$ cat src/rtl/mul_pkg.sv
package mul_pkg;
  localparam int unsigned MUL_W    = 32;
  localparam int unsigned MUL_STEP = 2;

  typedef enum logic [2:0] {
    ST_IDLE  = 3'd0,
    ST_SETUP = 3'd1,
    ST_ITER  = 3'd2,
    ST_WRAP  = 3'd3,
    ST_FIN   = 3'd4
  } mul_state_t;
endpackage

$ cat src/rtl/mul_ctrl.sv
module mul_ctrl
  import mul_pkg::*;
#(
  parameter int unsigned W    = MUL_W,
  parameter int unsigned STEP = MUL_STEP
) (
  input  logic clk,
  input  logic rst_n,
  input  logic go_i,
  input  logic b_zero_i,
  input  logic b_rest_zero_i,
  output logic load_o,
  output logic step_o,
  output logic commit_o,
  output logic busy_o,
  output logic done_o
);
  localparam int unsigned MAX_ITER = (W + STEP - 1) / STEP;
  localparam int unsigned CNT_W    = $clog2(MAX_ITER + 2);

  mul_state_t state_q, state_d;
  logic       done_q, done_d;

  always_comb begin
    state_d = state_q;
    unique case (state_q)
      ST_IDLE:  if (go_i) state_d = ST_SETUP;
      ST_SETUP: state_d = b_zero_i ? ST_WRAP : ST_ITER;
      ST_ITER:  if (b_rest_zero_i) state_d = ST_WRAP;
      ST_WRAP:  state_d = ST_FIN;
      ST_FIN:   state_d = ST_IDLE;
      default:  state_d = ST_IDLE;
    endcase
  end

  assign done_d   = (state_q == ST_FIN);
  assign load_o   = (state_q == ST_IDLE) && go_i;
  assign step_o   = (state_q == ST_ITER);
  assign commit_o = (state_q == ST_FIN);
  assign busy_o   = (state_q != ST_IDLE);
  assign done_o   = done_q;

  always_ff @(posedge clk or negedge rst_n) begin
    if (!rst_n) begin
      state_q <= ST_IDLE;
      done_q  <= 1'b0;
    end else begin
      state_q <= state_d;
      done_q  <= done_d;
    end
  end

  // Checker counter: steps taken in the current operation
  logic [CNT_W-1:0] chk_iter_q;
  always_ff @(posedge clk or negedge rst_n) begin
    if (!rst_n)       chk_iter_q <= '0;
    else if (load_o)  chk_iter_q <= '0;
    else if (step_o)  chk_iter_q <= chk_iter_q + 1'b1;
  end

  p_iter_bound_r2: assert property (@(posedge clk) disable iff (!rst_n)
    step_o |-> (chk_iter_q < CNT_W'(MAX_ITER)));

  p_start_ignored_r6: assert property (@(posedge clk) disable iff (!rst_n)
    (busy_o && go_i) |=> (state_q != ST_SETUP));

  p_done_not_busy_r3: assert property (@(posedge clk) disable iff (!rst_n)
    done_o |-> !busy_o);
endmodule

$ cat src/rtl/mul_datapath.sv
module mul_datapath
  import mul_pkg::*;
#(
  parameter int unsigned W    = MUL_W,
  parameter int unsigned STEP = MUL_STEP
) (
  input  logic         clk,
  input  logic         rst_n,
  input  logic         load_i,
  input  logic         step_i,
  input  logic         commit_i,
  input  logic [W-1:0] opa_i,
  input  logic [W-1:0] opb_i,
  output logic         b_zero_o,
  output logic         b_rest_zero_o,
  output logic [W-1:0] prod_o
);
  logic [W-1:0] a_q, a_d;
  logic [W-1:0] b_q, b_d;
  logic [W-1:0] acc_q, acc_d;
  logic [W-1:0] res_q, res_d;
  logic [W-1:0] term [STEP];
  logic [W-1:0] digit_sum;

  // One partial product per bit of the current digit
  for (genvar j = 0; j < STEP; j++) begin : g_term
    assign term[j] = b_q[j] ? (a_q << j) : '0;
  end

  always_comb begin
    digit_sum = '0;
    for (int j = 0; j < STEP; j++) digit_sum = digit_sum + term[j];
  end

  assign b_zero_o      = (b_q == '0);
  assign b_rest_zero_o = ((b_q >> STEP) == '0);

  always_comb begin
    a_d   = a_q;
    b_d   = b_q;
    acc_d = acc_q;
    res_d = res_q;
    if (load_i) begin
      a_d   = opa_i;
      b_d   = opb_i;
      acc_d = '0;
    end else if (step_i) begin
      acc_d = acc_q + digit_sum;
      a_d   = a_q << STEP;
      b_d   = b_q >> STEP;
    end
    if (commit_i) res_d = acc_q;
  end

  always_ff @(posedge clk or negedge rst_n) begin
    if (!rst_n) begin
      a_q   <= '0;
      b_q   <= '0;
      acc_q <= '0;
      res_q <= '0;
    end else begin
      a_q   <= a_d;
      b_q   <= b_d;
      acc_q <= acc_d;
      res_q <= res_d;
    end
  end

  assign prod_o = res_q;

  p_no_empty_step_r2: assert property (@(posedge clk) disable iff (!rst_n)
    step_i |-> !b_zero_o);

  p_result_hold_r5: assert property (@(posedge clk) disable iff (!rst_n)
    !$past(commit_i) |-> $stable(res_q));
endmodule

$ cat src/rtl/mul_early_exit.sv
module mul_early_exit
  import mul_pkg::*;
#(
  parameter int unsigned W    = MUL_W,
  parameter int unsigned STEP = MUL_STEP
) (
  input  logic         clk,
  input  logic         rst_n,
  input  logic         go_i,
  input  logic [W-1:0] opa_i,
  input  logic [W-1:0] opb_i,
  output logic         busy_o,
  output logic         done_o,
  output logic [W-1:0] prod_o
);
  logic load, step, commit, b_zero, b_rest_zero;

  mul_ctrl #(.W(W), .STEP(STEP)) u_ctrl (
    .clk           (clk),
    .rst_n         (rst_n),
    .go_i          (go_i),
    .b_zero_i      (b_zero),
    .b_rest_zero_i (b_rest_zero),
    .load_o        (load),
    .step_o        (step),
    .commit_o      (commit),
    .busy_o        (busy_o),
    .done_o        (done_o)
  );

  mul_datapath #(.W(W), .STEP(STEP)) u_dp (
    .clk           (clk),
    .rst_n         (rst_n),
    .load_i        (load),
    .step_i        (step),
    .commit_i      (commit),
    .opa_i         (opa_i),
    .opb_i         (opb_i),
    .b_zero_o      (b_zero),
    .b_rest_zero_o (b_rest_zero),
    .prod_o        (prod_o)
  );

  p_done_pulse_r4: assert property (@(posedge clk) disable iff (!rst_n)
    done_o |=> !done_o);

  p_prod_on_done_r5: assert property (@(posedge clk) disable iff (!rst_n)
    !done_o |-> $stable(prod_o));
endmodule

$ cat config.mk
export PLATFORM = sky130hd
export DESIGN_NAME = mul_early_exit
export DESIGN_NICKNAME = d
export VERILOG_FILES = /design/src/rtl/mul_pkg.sv /design/src/rtl/mul_ctrl.sv /design/src/rtl/mul_datapath.sv /design/src/rtl/mul_early_exit.sv
export SDC_FILE = /design/constraint.sdc
export NUM_CORES = 1
export LEC_CHECK = 0
export BUFFER_PORTS_ARGS = -buffer_cell sky130_fd_sc_hd__buf_2
export CAP_MARGIN = 20
export CORE_AREA = 2 2 96 167
export CTS_CLUSTER_SIZE = 24
export DETAILED_ROUTE_END_ITERATION = 6
export DIE_AREA = 0 0 98 169
export HOLD_SLACK_MARGIN = 0.06
export PLACE_DENSITY = 0.85
export REMOVE_ABC_BUFFERS = 1
export SYNTH_ARGS = -nofsm -noshare
export SYNTH_HDL_FRONTEND = slang
export SYNTH_SLANG_ARGS = --single-unit
$ cat constraint.sdc
create_clock -name clk -period 9.6 [get_ports clk]
set_input_delay 0.48 -clock clk [delete_from_list [all_inputs] [get_ports clk]]
set_output_delay 0.48 -clock clk [all_outputs]
set_load 0.005 [all_outputs]
==> summary.md, run 1 <==
| Metric | Value |
|---|---|
| Root buf cell | clkbuf_16 |
| Most frequent cells in the layout | nand2_1, dfrtp_1, buf_2 |
| Average wire per standard cell | around 16 microns |
| Register share of total power | 29.8% |
| Post-synth top flop | dfrtp_1 |
| DR iter-0 viols | slightly above 400 |
| Final period util | 41.78% |
| Number of library cell types mapped by synthesis | 57 |
| Clk_skew | 0.01056 ns |
| Initial Util | about 54% |
| Relative slew slack | 37.75% |
| Port buffer count | 100 |
| CTS tree | built |
| TritonRoute pass-1 iters | 5 |
| Max Clk Rate | about 250 MHz |
| PostCTS Resize Cnt | 0 |
| Total CTS buffers | 17 |
| I/O Pins | roughly 100 |
| Hold Fails Final Rpt | 0 |
| Average size of a mapped cell | slightly above 9 sq um |
| Clk pin slew, worst setup/hold paths | about 0.060 ns |
| Final wirelength | approximately 19000 microns |
| Setup TNS | 0 ns |
| Crit-path most repeated cell | fa_1 |
| WHS | 0.2432 ns |
| Unrepaired setup endpoints after global routing | no |
| Drt drc | 0 |
| Synth warn | 0 |
| Initial antenna violation count | 1 |
| Post-CTS setup buffer count | 0 |
| Vias per cell | 5.730 |
| Pwr dens | 362.8 mW/mm^2 |
| Area grow syn2layout | 14.72% |
| Cts hold-fix bufs | 1 |
| Leakage | around 4.7 nW |
| Final worst path period need | roughly 4 ns |
| Final #Nets | about 1100 |
| P_int | ~1.9 mW |
| CP arrival | about 4.3 ns |
| Fill cells | around 1300 |
| Global-route wire length before repair | about 32000 microns |
| Post-Synthesis Cell Area | between 0.008 and 0.009 sq mm |
| Maximum capacitance violations | 0 |
| Vias in the first global route | 6883 |
| Final Max Slew Viols | 0 |
| CP max stage delay | approximately 0.53 ns |
| HPWL Detailed | approximately 13000 microns |
| Slew @ Worst Pin | 0.9337 ns |
| Sequential cell area | 0.003303 sq mm |
| Layout cells sized above 1 | 18.76% |
| Via count | 6784 |
| Cell Rows | 60 |
| Slowest cell on the critical path | fa_1 |
| Clk sinks | ~130 |
| Worst min-delay path category | input pin to flop |
| Worst setup EP type | flop |
| Switch share | a little under half |
| H-tree depth | 4 |
| Async S/R FF share, synth | 100.0% |
| # setup viols final | 0 |
| Most common cell after layout, fill and taps aside | nand2_1 |
| Placer Congestion | 0.8559 |
| Die area | between 0.015 and 0.02 sq mm |
| Outcome | completed |
| Final ANT Viol Nets | 0 |
| Buf+Inv Stages, Crit Path | 2 |
| Synth Instances | ~900 |
| Crit path required time | 9.88 ns |
| Clock buffer depth | 2 |
| CP max FO | 33 |
| Clock power share | around 18% |
| Post-synthesis sequential area ratio | between 40 and 50% |
| Core footprint | approximately 0.015 sq mm |
| Comb pwr share | roughly 53% |
| Largest net degree at the start of global routing | 73 |
| GRT Util Overall | about 24% |
| Peak supply drop | 0.2777 mV |
| Critical path type | flop to flop |
| Cell family with most CP delay | compound AO/OA/AOI/OAI gates |
| Die Height | ~170 microns |
| CP Cell Sequence | buf_4 -> nand2_1 -> fa_1 -> inv_1 -> ha_1 -> fa_1 -> a211oi_2 -> o21ai_1 -> a21o_2 -> a2bb2oi_4 -> a221oi_2 -> o21ai_0 -> xnor2_1 -> o22ai_1 |
| Number of synthesized flops with an enable pin | 0 |
| GR Overflow Total | 0 |
| Seq cells post-synth | about 130 |
| Critical Path Start Type | flop |
| Die X | approximately 98 microns |
| Switching pwr | between 1.5 and 2 mW |
| Multi-input logic area | ~0.0044 sq mm |
| Skew-Pair Late Insertion Delay | approximately 0.44 ns |
Yosys cell counts, drive strengths merged (2+ instances only):
library cell	n	area [sq um]
a2111oi	2	17.52
a211oi	6	50.05
a21o	13	100.1
a21oi	28	143.9
a22oi	31	232.7
a31oi	7	43.79
and2	3	18.77
and3	3	18.77
and4	3	26.28
buf	10	45.04
clkbuf	36	135.1
dfrtp	132	3303
fa	31	620.6
ha	31	387.9
inv	98	367.9
mux2	32	360.4
mux2i	32	320.3
nand2	213	799.5
nand2b	3	18.77
nand3	7	35.03
nand4	7	43.79
nor2	24	90.09
nor2b	3	18.77
nor3	4	20.02
nor3b	7	52.55
nor4	8	56.30
o211ai	5	42.54
o21a	4	30.03
o21ai	50	250.2
o21bai	2	15.01
o22ai	22	137.6
o32ai	2	17.52
xnor2	12	105.1
xor2	15	131.4
per-layer routing:
layer	part of all wire, %	GRT usage (%)
met1	37	26.39
met2	55	44.58
met3	4.2	5.326
met4	3.7	11.17
met5	0	0
path summary, 6_finish.rpt:
kind | start | end | slack, ns | cells after the start
setup / recovery | u_dp.b_q[1]$_DFFE_PN0P_ | u_dp.acc_q[29]$_DFFE_PN0P_ | 5.59 | 14
hold / removal | opb_i[10] | u_dp.b_q[10]$_DFFE_PN0P_ | 0.24 | 3
setup reg to reg | u_dp.b_q[1]$_DFFE_PN0P_ | u_dp.acc_q[29]$_DFFE_PN0P_ | 5.59 | 14
hold reg to reg | u_dp.a_q[31]$_DFFE_PN0P_ | u_dp.a_q[31]$_DFFE_PN0P_ | 0.49 | 2
max in group asynchronous | rst_n | u_dp.prod_o[21]$_DFFE_PN0P_ | 7.69 | 3
min in group asynchronous | rst_n | u_dp.prod_o[30]$_DFFE_PN0P_ | 0.58 | 2
power groups by stage:
stage | Clock [mW] | Sequential (mW) | Combinational, mW
after floorplan | 0 | 0.979 | 1.37
after global placement | 0 | 1.02 | 1.72
after detailed placement | 0 | 1.02 | 1.79
after CTS | 0.613 | 1.02 | 1.80
after global routing | 0.637 | 1.05 | 2.03
final | 0.608 | 1.02 | 1.80
registers in the layout, indices dropped and copies added (netlist names):
register,cells
u_ctrl.done_o,1
u_dp.a_q,32
u_ctrl.state_q,3
u_dp.prod_o,32
u_dp.b_q,32
u_dp.acc_q,32
cells by family (layout without fill, tap and decap cells):
kind of cell | Yosys count | after routing | synth area share (%)
and+or+nand+nor | 289 | 289 | 14.92
AOI/OAI and AO/OA | 184 | 184 | 15.02
buffers and inverters | 144 | 239 | 6.646
DFF | 132 | 132 | 40.06
muxes | 64 | 64 | 8.255
adders and majority gates | 62 | 62 | 12.23
xor gates and xnor gates | 27 | 27 | 2.868
other | 0 | 1 | 0
worst min-delay path, stage by stage:
cell,delay [ns]
buf_2,0.07
nand2_1,0.03
o21ai_0,0.05
layout make-up:
class | instances | area share [%]
Multi-Input combinational cell | 626 | 46.72
Clock buffer | 18 | 4.643
Sequential cell | 132 | 34.92
Antenna cell | 1 | 0.02646
Inverter | 98 | 3.889
Timing Repair Buffer | 109 | 6.230
Clock inverter | 14 | 1.111
Tap cell | 186 | 2.460
through the flow:
stage	instances	total power [mW]	setup slack [ns]	util, %	instance area (sq um)
after CTS	1182	3.434	5.597	61.92	9437
after global routing	1183	3.717	5.361	62.05	9457
final	1184	3.431	5.589	62.07	9459
after global placement	1149	2.735	5.770	58.28	8882
after detailed placement	1149	2.813	5.603	58.28	8882
after floorplan	856	2.350	1.008	-	8065
Note: power is estimated with default switching activity, not from simulation.
==> inputs of run 2 (changes only) <==
==> constraint.sdc (replaced) <==
create_clock -name clk -period 4.03 [get_ports clk]
set_input_delay 0.2015 -clock clk [delete_from_list [all_inputs] [get_ports clk]]
set_output_delay 0.2015 -clock clk [all_outputs]
set_load 0.005 [all_outputs]
==> summary.md, run 2 (synthesized netlist as in run 1, its figures left out) <==
| Metric | Value |
|---|---|
| Outcome | completed |
| Final worst path period need | 3.771 ns |
| Peak supply drop | 0.5072 mV |
| Antenna cells | 0 |
| Average wire per standard cell | around 17 microns |
| Drt drc | 0 |
| Pwr dens | between 800 and 900 mW/mm^2 |
| Cell family with most CP delay | compound AO/OA/AOI/OAI gates |
| Worst setup EP type | flop |
| Most common cell after layout, fill and taps aside | nand2_1 |
| Final core utilization | between 60% and 70% |
| CP max FO | 16 |
| Maximum capacitance violations | 0 |
| Area grow syn2layout | 22.59% |
| Crit path required time | roughly 4.4 ns |
| Vias per cell | roughly 5.8 |
| Largest net degree at the start of global routing | between 100 and 150 |
| Final #Nets | between 1000 and 1500 |
| CP Cell Sequence | buf_4 -> nand2_1 -> fa_1 -> inv_1 -> fa_1 -> a211oi_2 -> o21ai_1 -> a21o_2 -> a2bb2oi_4 -> a221oi_2 -> o311ai_4 -> xor2_1 -> o211ai_1 |
| Critical path type | flop to flop |
| Final Max Slew Viols | 0 |
| Final period util | between 90 and 100% |
| Root buf cell | clkbuf_16 |
| Cell Rows | 60 |
| Clk_skew | around 0.011 ns |
| Max Clk Rate | roughly 270 MHz |
| Relative slew slack | 36.62% |
| Critical Path Start Type | flop |
| Hold Fails Final Rpt | 0 |
| Worst min-delay path category | input pin to flop |
| Clk sinks | approximately 130 |
| Core footprint | about 0.015 sq mm |
| Placer Congestion | approximately 0.85 |
| H-tree depth | 4 |
| Layout cells sized above 1 | between 10% and 20% |
| Vias in the first global route | 7581 |
| Skew-Pair Late Insertion Delay | ~0.42 ns |
| Port buffer count | 100 |
| Leakage | approximately 5 nW |
| CTS tree | built |
| CP arrival | between 4 and 5 ns |
| Die area | around 0.017 sq mm |
| Buf+Inv Stages, Crit Path | 2 |
| Clk pin slew, worst setup/hold paths | 0.06 ns |
| Initial Util | 54.11% |
| Unrepaired setup endpoints after global routing | no |
| Most frequent cells in the layout | nand2_1, dfrtp_1, buf_2 |
| Overall power | approximately 8.3 mW |
| Slew @ Worst Pin | 0.9507 ns |
| Via count | about 7000 |
| DR iter-0 viols | 460 |
| Die X | 98 microns |
| HPWL Detailed | roughly 14000 microns |
| I/O Pins | a little over 100 |
| Slowest cell on the critical path | fa_1 |
| Clock buffer depth | 2 |
| Post-CTS setup buffer count | 0 |
| # setup viols final | 0 |
| Final wirelength | between 20000 and 25000 microns |
| Die Height | ~170 microns |
| Total CTS buffers | 17 |
| GR Overflow Total | 0 |
| Crit-path most repeated cell | fa_1 |
| Initial antenna violation count | 0 |
| GRT Util Overall | around 27% |
| Global-route wire length before repair | approximately 36000 microns |
| Final ANT Viol Nets | 0 |
| TritonRoute pass-1 iters | 6 |
| CP max stage delay | between 0.5 and 0.6 ns |
-- run 2: layout make-up --
| class | count | area, sq um |
|---|---|---|
| fill | 1222 | 5131 |
| timing repair buffer | 176 | 1252 |
| inverter | 98 | 367.9 |
| multi-input combinational | 626 | 4419 |
| tap | 186 | 232.7 |
| sequential | 132 | 3303 |
| clock inverter | 13 | 100.1 |
| clock buffer | 19 | 432.9 |
-- run 2: worst min-delay path: cells and delay by family --
| family | cells | cell delay, ns |
|---|---|---|
| AOI/OAI and AO/OA | 2 | 0.20 |
| and+or+nand+nor | 2 | 0.15 |
| buffers and inverters | 1 | 0.09 |
-- run 2: through the flow --
| stage | hold slack [ns] | setup slack (ns) | TNS, ns | instance area [sq um] | cells |
|---|---|---|---|---|---|
| final | 0.2626 | 0.2588 | 0 | 10110 | 1250 |
| after detailed placement | 0.3918 | 0.3345 | 0 | 8925 | 1153 |
| after floorplan | -0.09409 | -4.562 | -267.02 | 8065 | 856 |
| after CTS | 0.1943 | 0.2631 | 0 | 10110 | 1250 |
| after global placement | 0.3908 | 0.4559 | 0 | 8925 | 1153 |
| after global routing | 0.3196 | 0.03199 | 0 | 10110 | 1250 |
-- run 2: power breakdown --
| part | switching (mW) | total, mW | internal [mW] |
|---|---|---|---|
| clock network | 0.635 | 1.43 | 0.794 |
| registers | 0.535 | 2.45 | 1.91 |
| logic | 2.66 | 4.47 | 1.81 |
-- run 2: final timing paths --
kind                                          startpoint                       endpoint  slack [ns]  cells after the start
worst max register to register   u_dp.b_q[1]$_DFFE_PN0P_     u_dp.acc_q[31]$_DFFE_PN0P_        0.26                     13
worst max-delay path             u_dp.b_q[1]$_DFFE_PN0P_     u_dp.acc_q[31]$_DFFE_PN0P_        0.26                     13
worst min register to register  u_dp.a_q[31]$_DFFE_PN0P_       u_dp.a_q[31]$_DFFE_PN0P_        0.48                      2
max in group asynchronous                          rst_n    u_dp.prod_o[21]$_DFFE_PN0P_        2.60                      3
min in group asynchronous                          rst_n  u_ctrl.state_q[2]$_DFFE_PN0P_        0.47                      2
worst min-delay path                                go_i  u_ctrl.state_q[0]$_DFFE_PN0P_        0.26                      5
-- run 2: metal layers --
metal / share of wire (%) / wire [microns] / track usage [%]
met1: 35 / 7557 / 27.22
met2: 57 / 12360 / 52.44
met3: 4.0 / 863 / 4.955
met4: 4.0 / 874 / 13.04
met5: 0 / 0 / 0
-- run 2: repair_timing --
| item | in CTS | in global routing |
|---|---|---|
| gates resized for setup | 0 | 0 |
| endpoints found under the hold margin | 168 | 0 |
| hold buffers | 65 | 0 |
==> inputs of run 3 (changes only) <==
--- a/config.mk
+++ b/config.mk
@@ -7,13 +7,14 @@
 export LEC_CHECK = 0
 export BUFFER_PORTS_ARGS = -buffer_cell sky130_fd_sc_hd__buf_2
 export CAP_MARGIN = 20
-export CORE_AREA = 2 2 96 167
+export CORE_AREA = 2 2 96 168
 export CTS_CLUSTER_SIZE = 24
 export DETAILED_ROUTE_END_ITERATION = 6
-export DIE_AREA = 0 0 98 169
+export DIE_AREA = 0 0 98 170
 export HOLD_SLACK_MARGIN = 0.06
 export PLACE_DENSITY = 0.85
 export REMOVE_ABC_BUFFERS = 1
 export SYNTH_ARGS = -nofsm -noshare
 export SYNTH_HDL_FRONTEND = slang
+export SYNTH_HIERARCHICAL = 1
 export SYNTH_SLANG_ARGS = --single-unit
==> constraint.sdc (replaced) <==
create_clock -name clk -period 4.11 [get_ports clk]
set_input_delay 0.2055 -clock clk [delete_from_list [all_inputs] [get_ports clk]]
set_output_delay 0.2055 -clock clk [all_outputs]
set_load 0.005 [all_outputs]
==> summary.md, run 3 <==
| Metric | Value |
|---|---|
| Vias in the first global route | 7470 |
| WL met1 | roughly 8300 microns |
| Layout cells sized above 1 | 19.63% |
| Post-synth top cells | dfrtp_1, nand2_1, o21ai_0 |
| Post-CTS setup buffer count | 0 |
| Most frequent cells in the layout | dfrtp_1, buf_2, nand2_1 |
| GRT Util Overall | 27.38% |
| Total CTS buffers | 17 |
| Initial antenna violation count | 0 |
| Most common cell after layout, fill and taps aside | dfrtp_1 |
| Outcome | completed |
| Leakage | about 4.7 nW |
| Synth area leaders | dfrtp_1, mux2i_1, fa_1 |
| Die Height | roughly 170 microns |
| Final worst path period need | around 3.7 ns |
| Pwr dens | 865.8 mW/mm^2 |
| Relative slew slack | between 20% and 30% |
| Number of synthesized flops with an enable pin | 0 |
| Hold Fails Final Rpt | 0 |
| Final #Nets | roughly 1100 |
| H-tree depth | 4 |
| Final period util | about nine tenths |
| Synth area leader | dfrtp_1 |
| CTS tree | built |
| Critical path type | flop to flop |
| Skew-Pair Late Insertion Delay | 0.43 ns |
| # setup viols final | 0 |
| Unrepaired setup endpoints after global routing | no |
| Share of the synthesized area in the top cell type | between 30 and 40% |
| Cell Rows | 60 |
| Non-filler cells, final | approximately 1200 |
| Average wire per standard cell | around 19 microns |
| Crit path required time | approximately 4.4 ns |
| Async S/R FF share, synth | 100.0% |
| Overall power | 8.806 mW |
| Worst min-delay path category | input pin to flop |
| Die X | around 100 microns |
| Critical Path Start Type | flop |
| HPWL Detailed | roughly 14000 microns |
| Clk sinks | about 130 |
| Peak supply drop | slightly above 0.5 mV |
| Dpl cells | between 1000 and 1500 |
| Fill cells | approximately 1200 |
| Post-Synthesis Cell Area | approximately 0.0083 sq mm |
| DR top layer | met4 |
| Number of library cell types mapped by synthesis | between 60 and 70 |
| Final ANT Viol Nets | 0 |
| WHS | 0.06999 ns |
| Placer Congestion | approximately 0.93 |
| Port buffer count | 100 |
| Vias per cell | a little under 6 |
| Clk_skew | between 0.01 and 0.015 ns |
| Root buf cell | clkbuf_16 |
| Setup TNS | 0 ns |
| Clock buffer depth | 2 |
| Core footprint | ~0.015 sq mm |
| WL met2 | roughly 12000 microns |
| I/O Pins | 101 |
| Synth Instances | a little over 800 |
| Area grow syn2layout | 22.55% |
| Global-route wire length before repair | 36510 microns |
| Final core utilization | between 60% and 70% |
| CP arrival | ~4 ns |
| CP max FO | 7 |
| Slew @ Worst Pin | 1.068 ns |
| DR iter-0 viols | around 440 |
| Cell with the most instances after synthesis | dfrtp_1 |
| Post-synth top flop | dfrtp_1 |
| Drt drc | 0 |
| Largest net degree at the start of global routing | 106 |
| Clk pin slew, worst setup/hold paths | ~0.050 ns |
| Synth warn | 6 |
| Max Clk Rate | 271.4 MHz |
| Die area | roughly 0.017 sq mm |
| Via count | just under 7000 |
| TritonRoute pass-1 iters | 5 |
| Maximum capacitance violations | 0 |
| GR Overflow Total | 0 |
| Seq cells post-synth | 132 |
| Initial Util | 54.46% |
| Post-synthesis sequential area ratio | between 30% and 40% |
| Final wirelength | about 22000 microns |
| Met3 WL | approximately 800 microns |
| Final Max Slew Viols | 0 |
| Average size of a mapped cell | between 10 and 15 sq um |
| Worst setup EP type | flop |
| Antenna cells | 0 |
## run 3: cell types whose count changed in the layout (fill, tap and decap cells not counted), sizes merged, moves of 27 or more
cell,delta
inv,-88
mux2i,+41
nor2,+27
nand2,-119
and2,+56
o21ai,+39
a22oi,-30
## run 3: worst paths after layout
| path | slack [ns] | from | cells after the start | to |
|---|---|---|---|---|
| max in group asynchronous | 2.72 | rst_n | 3 | u_dp/a_q[6]$_DFFE_PN0P_ |
| hold reg to reg | 0.50 | u_dp/prod_o[18]$_DFFE_PN0P_ | 1 | u_dp/prod_o[18]$_DFFE_PN0P_ |
| hold / removal | 0.07 | opa_i[0] | 3 | u_dp/a_q[0]$_DFFE_PN0P_ |
| setup / recovery | 0.42 | u_dp/b_q[1]$_DFFE_PN0P_ | 11 | u_dp/acc_q[31]$_DFFE_PN0P_ |
| min in group asynchronous | 0.41 | rst_n | 2 | u_dp/prod_o[0]$_DFFE_PN0P_ |
| setup reg to reg | 0.42 | u_dp/b_q[1]$_DFFE_PN0P_ | 11 | u_dp/acc_q[31]$_DFFE_PN0P_ |
## run 3: area by class of cell
class	instances	area (sq um)	area share [%]
Timing Repair Buffer	173	1222	12.02
Sequential cell	132	3303	32.48
Clock buffer	19	442.9	4.355
Multi-Input combinational cell	635	4781	47.00
Inverter	11	41.29	0.4060
Tap cell	186	232.7	2.288
Clock inverter	13	147.6	1.452
## run 3: cell families after synthesis
| family | synth area share [%] |
|---|---|
| and+or+nand+nor | 16.19 |
| AOI/OAI and AO/OA | 13.37 |
| DFF | 39.80 |
| muxes | 13.28 |
| adders and majority gates | 12.15 |
| buffers and inverters | 2.774 |
| xor gates and xnor gates | 2.427 |
## run 3: repair_timing
item,4_1_cts,5_1_grt
gates resized for setup,0,0
hold buffers,62,0
endpoints found under the hold margin,165,0
## run 3: layer usage
| metal | track usage (%) | vias to the layer above |
|---|---|---|
| li1 | - | 3195 |
| met1 | 29.75 | 3441 |
| met2 | 50.74 | 234 |
| met3 | 4.559 | 73 |
| met4 | 13.65 | 0 |
| met5 | 0 | - |
## run 3: power breakdown
| group | leakage, nW | switching [mW] | internal [mW] |
|---|---|---|---|
| sequential | 1.68 | 0.556 | 1.90 |
| combinational | 2.72 | 2.78 | 2.04 |
| clock | 0.277 | 0.621 | 0.917 |
## run 3: stage by stage
step / worst slack, ns / instance area (sq um)
2_1_floorplan: -8.045 / 8110
3_3_place_gp: 0.5738 / 8960
3_5_place_dp: 0.4934 / 8960
4_1_cts: 0.4388 / 10170
5_1_grt: 0.3345 / 10170
6_report: 0.4248 / 10170
## run 3: critical path, cell delays in order (launching register included)
cell	delay, ns
dfrtp_1	0.43
and2_1	0.18
fa_1	0.47
ha_1	0.25
fa_1	0.45
a211oi_2	0.31
o21a_2	0.21
o31ai_4	0.10
a2111o_1	0.43
and3_1	0.19
a211oi_2	0.19
mux2_1	0.35
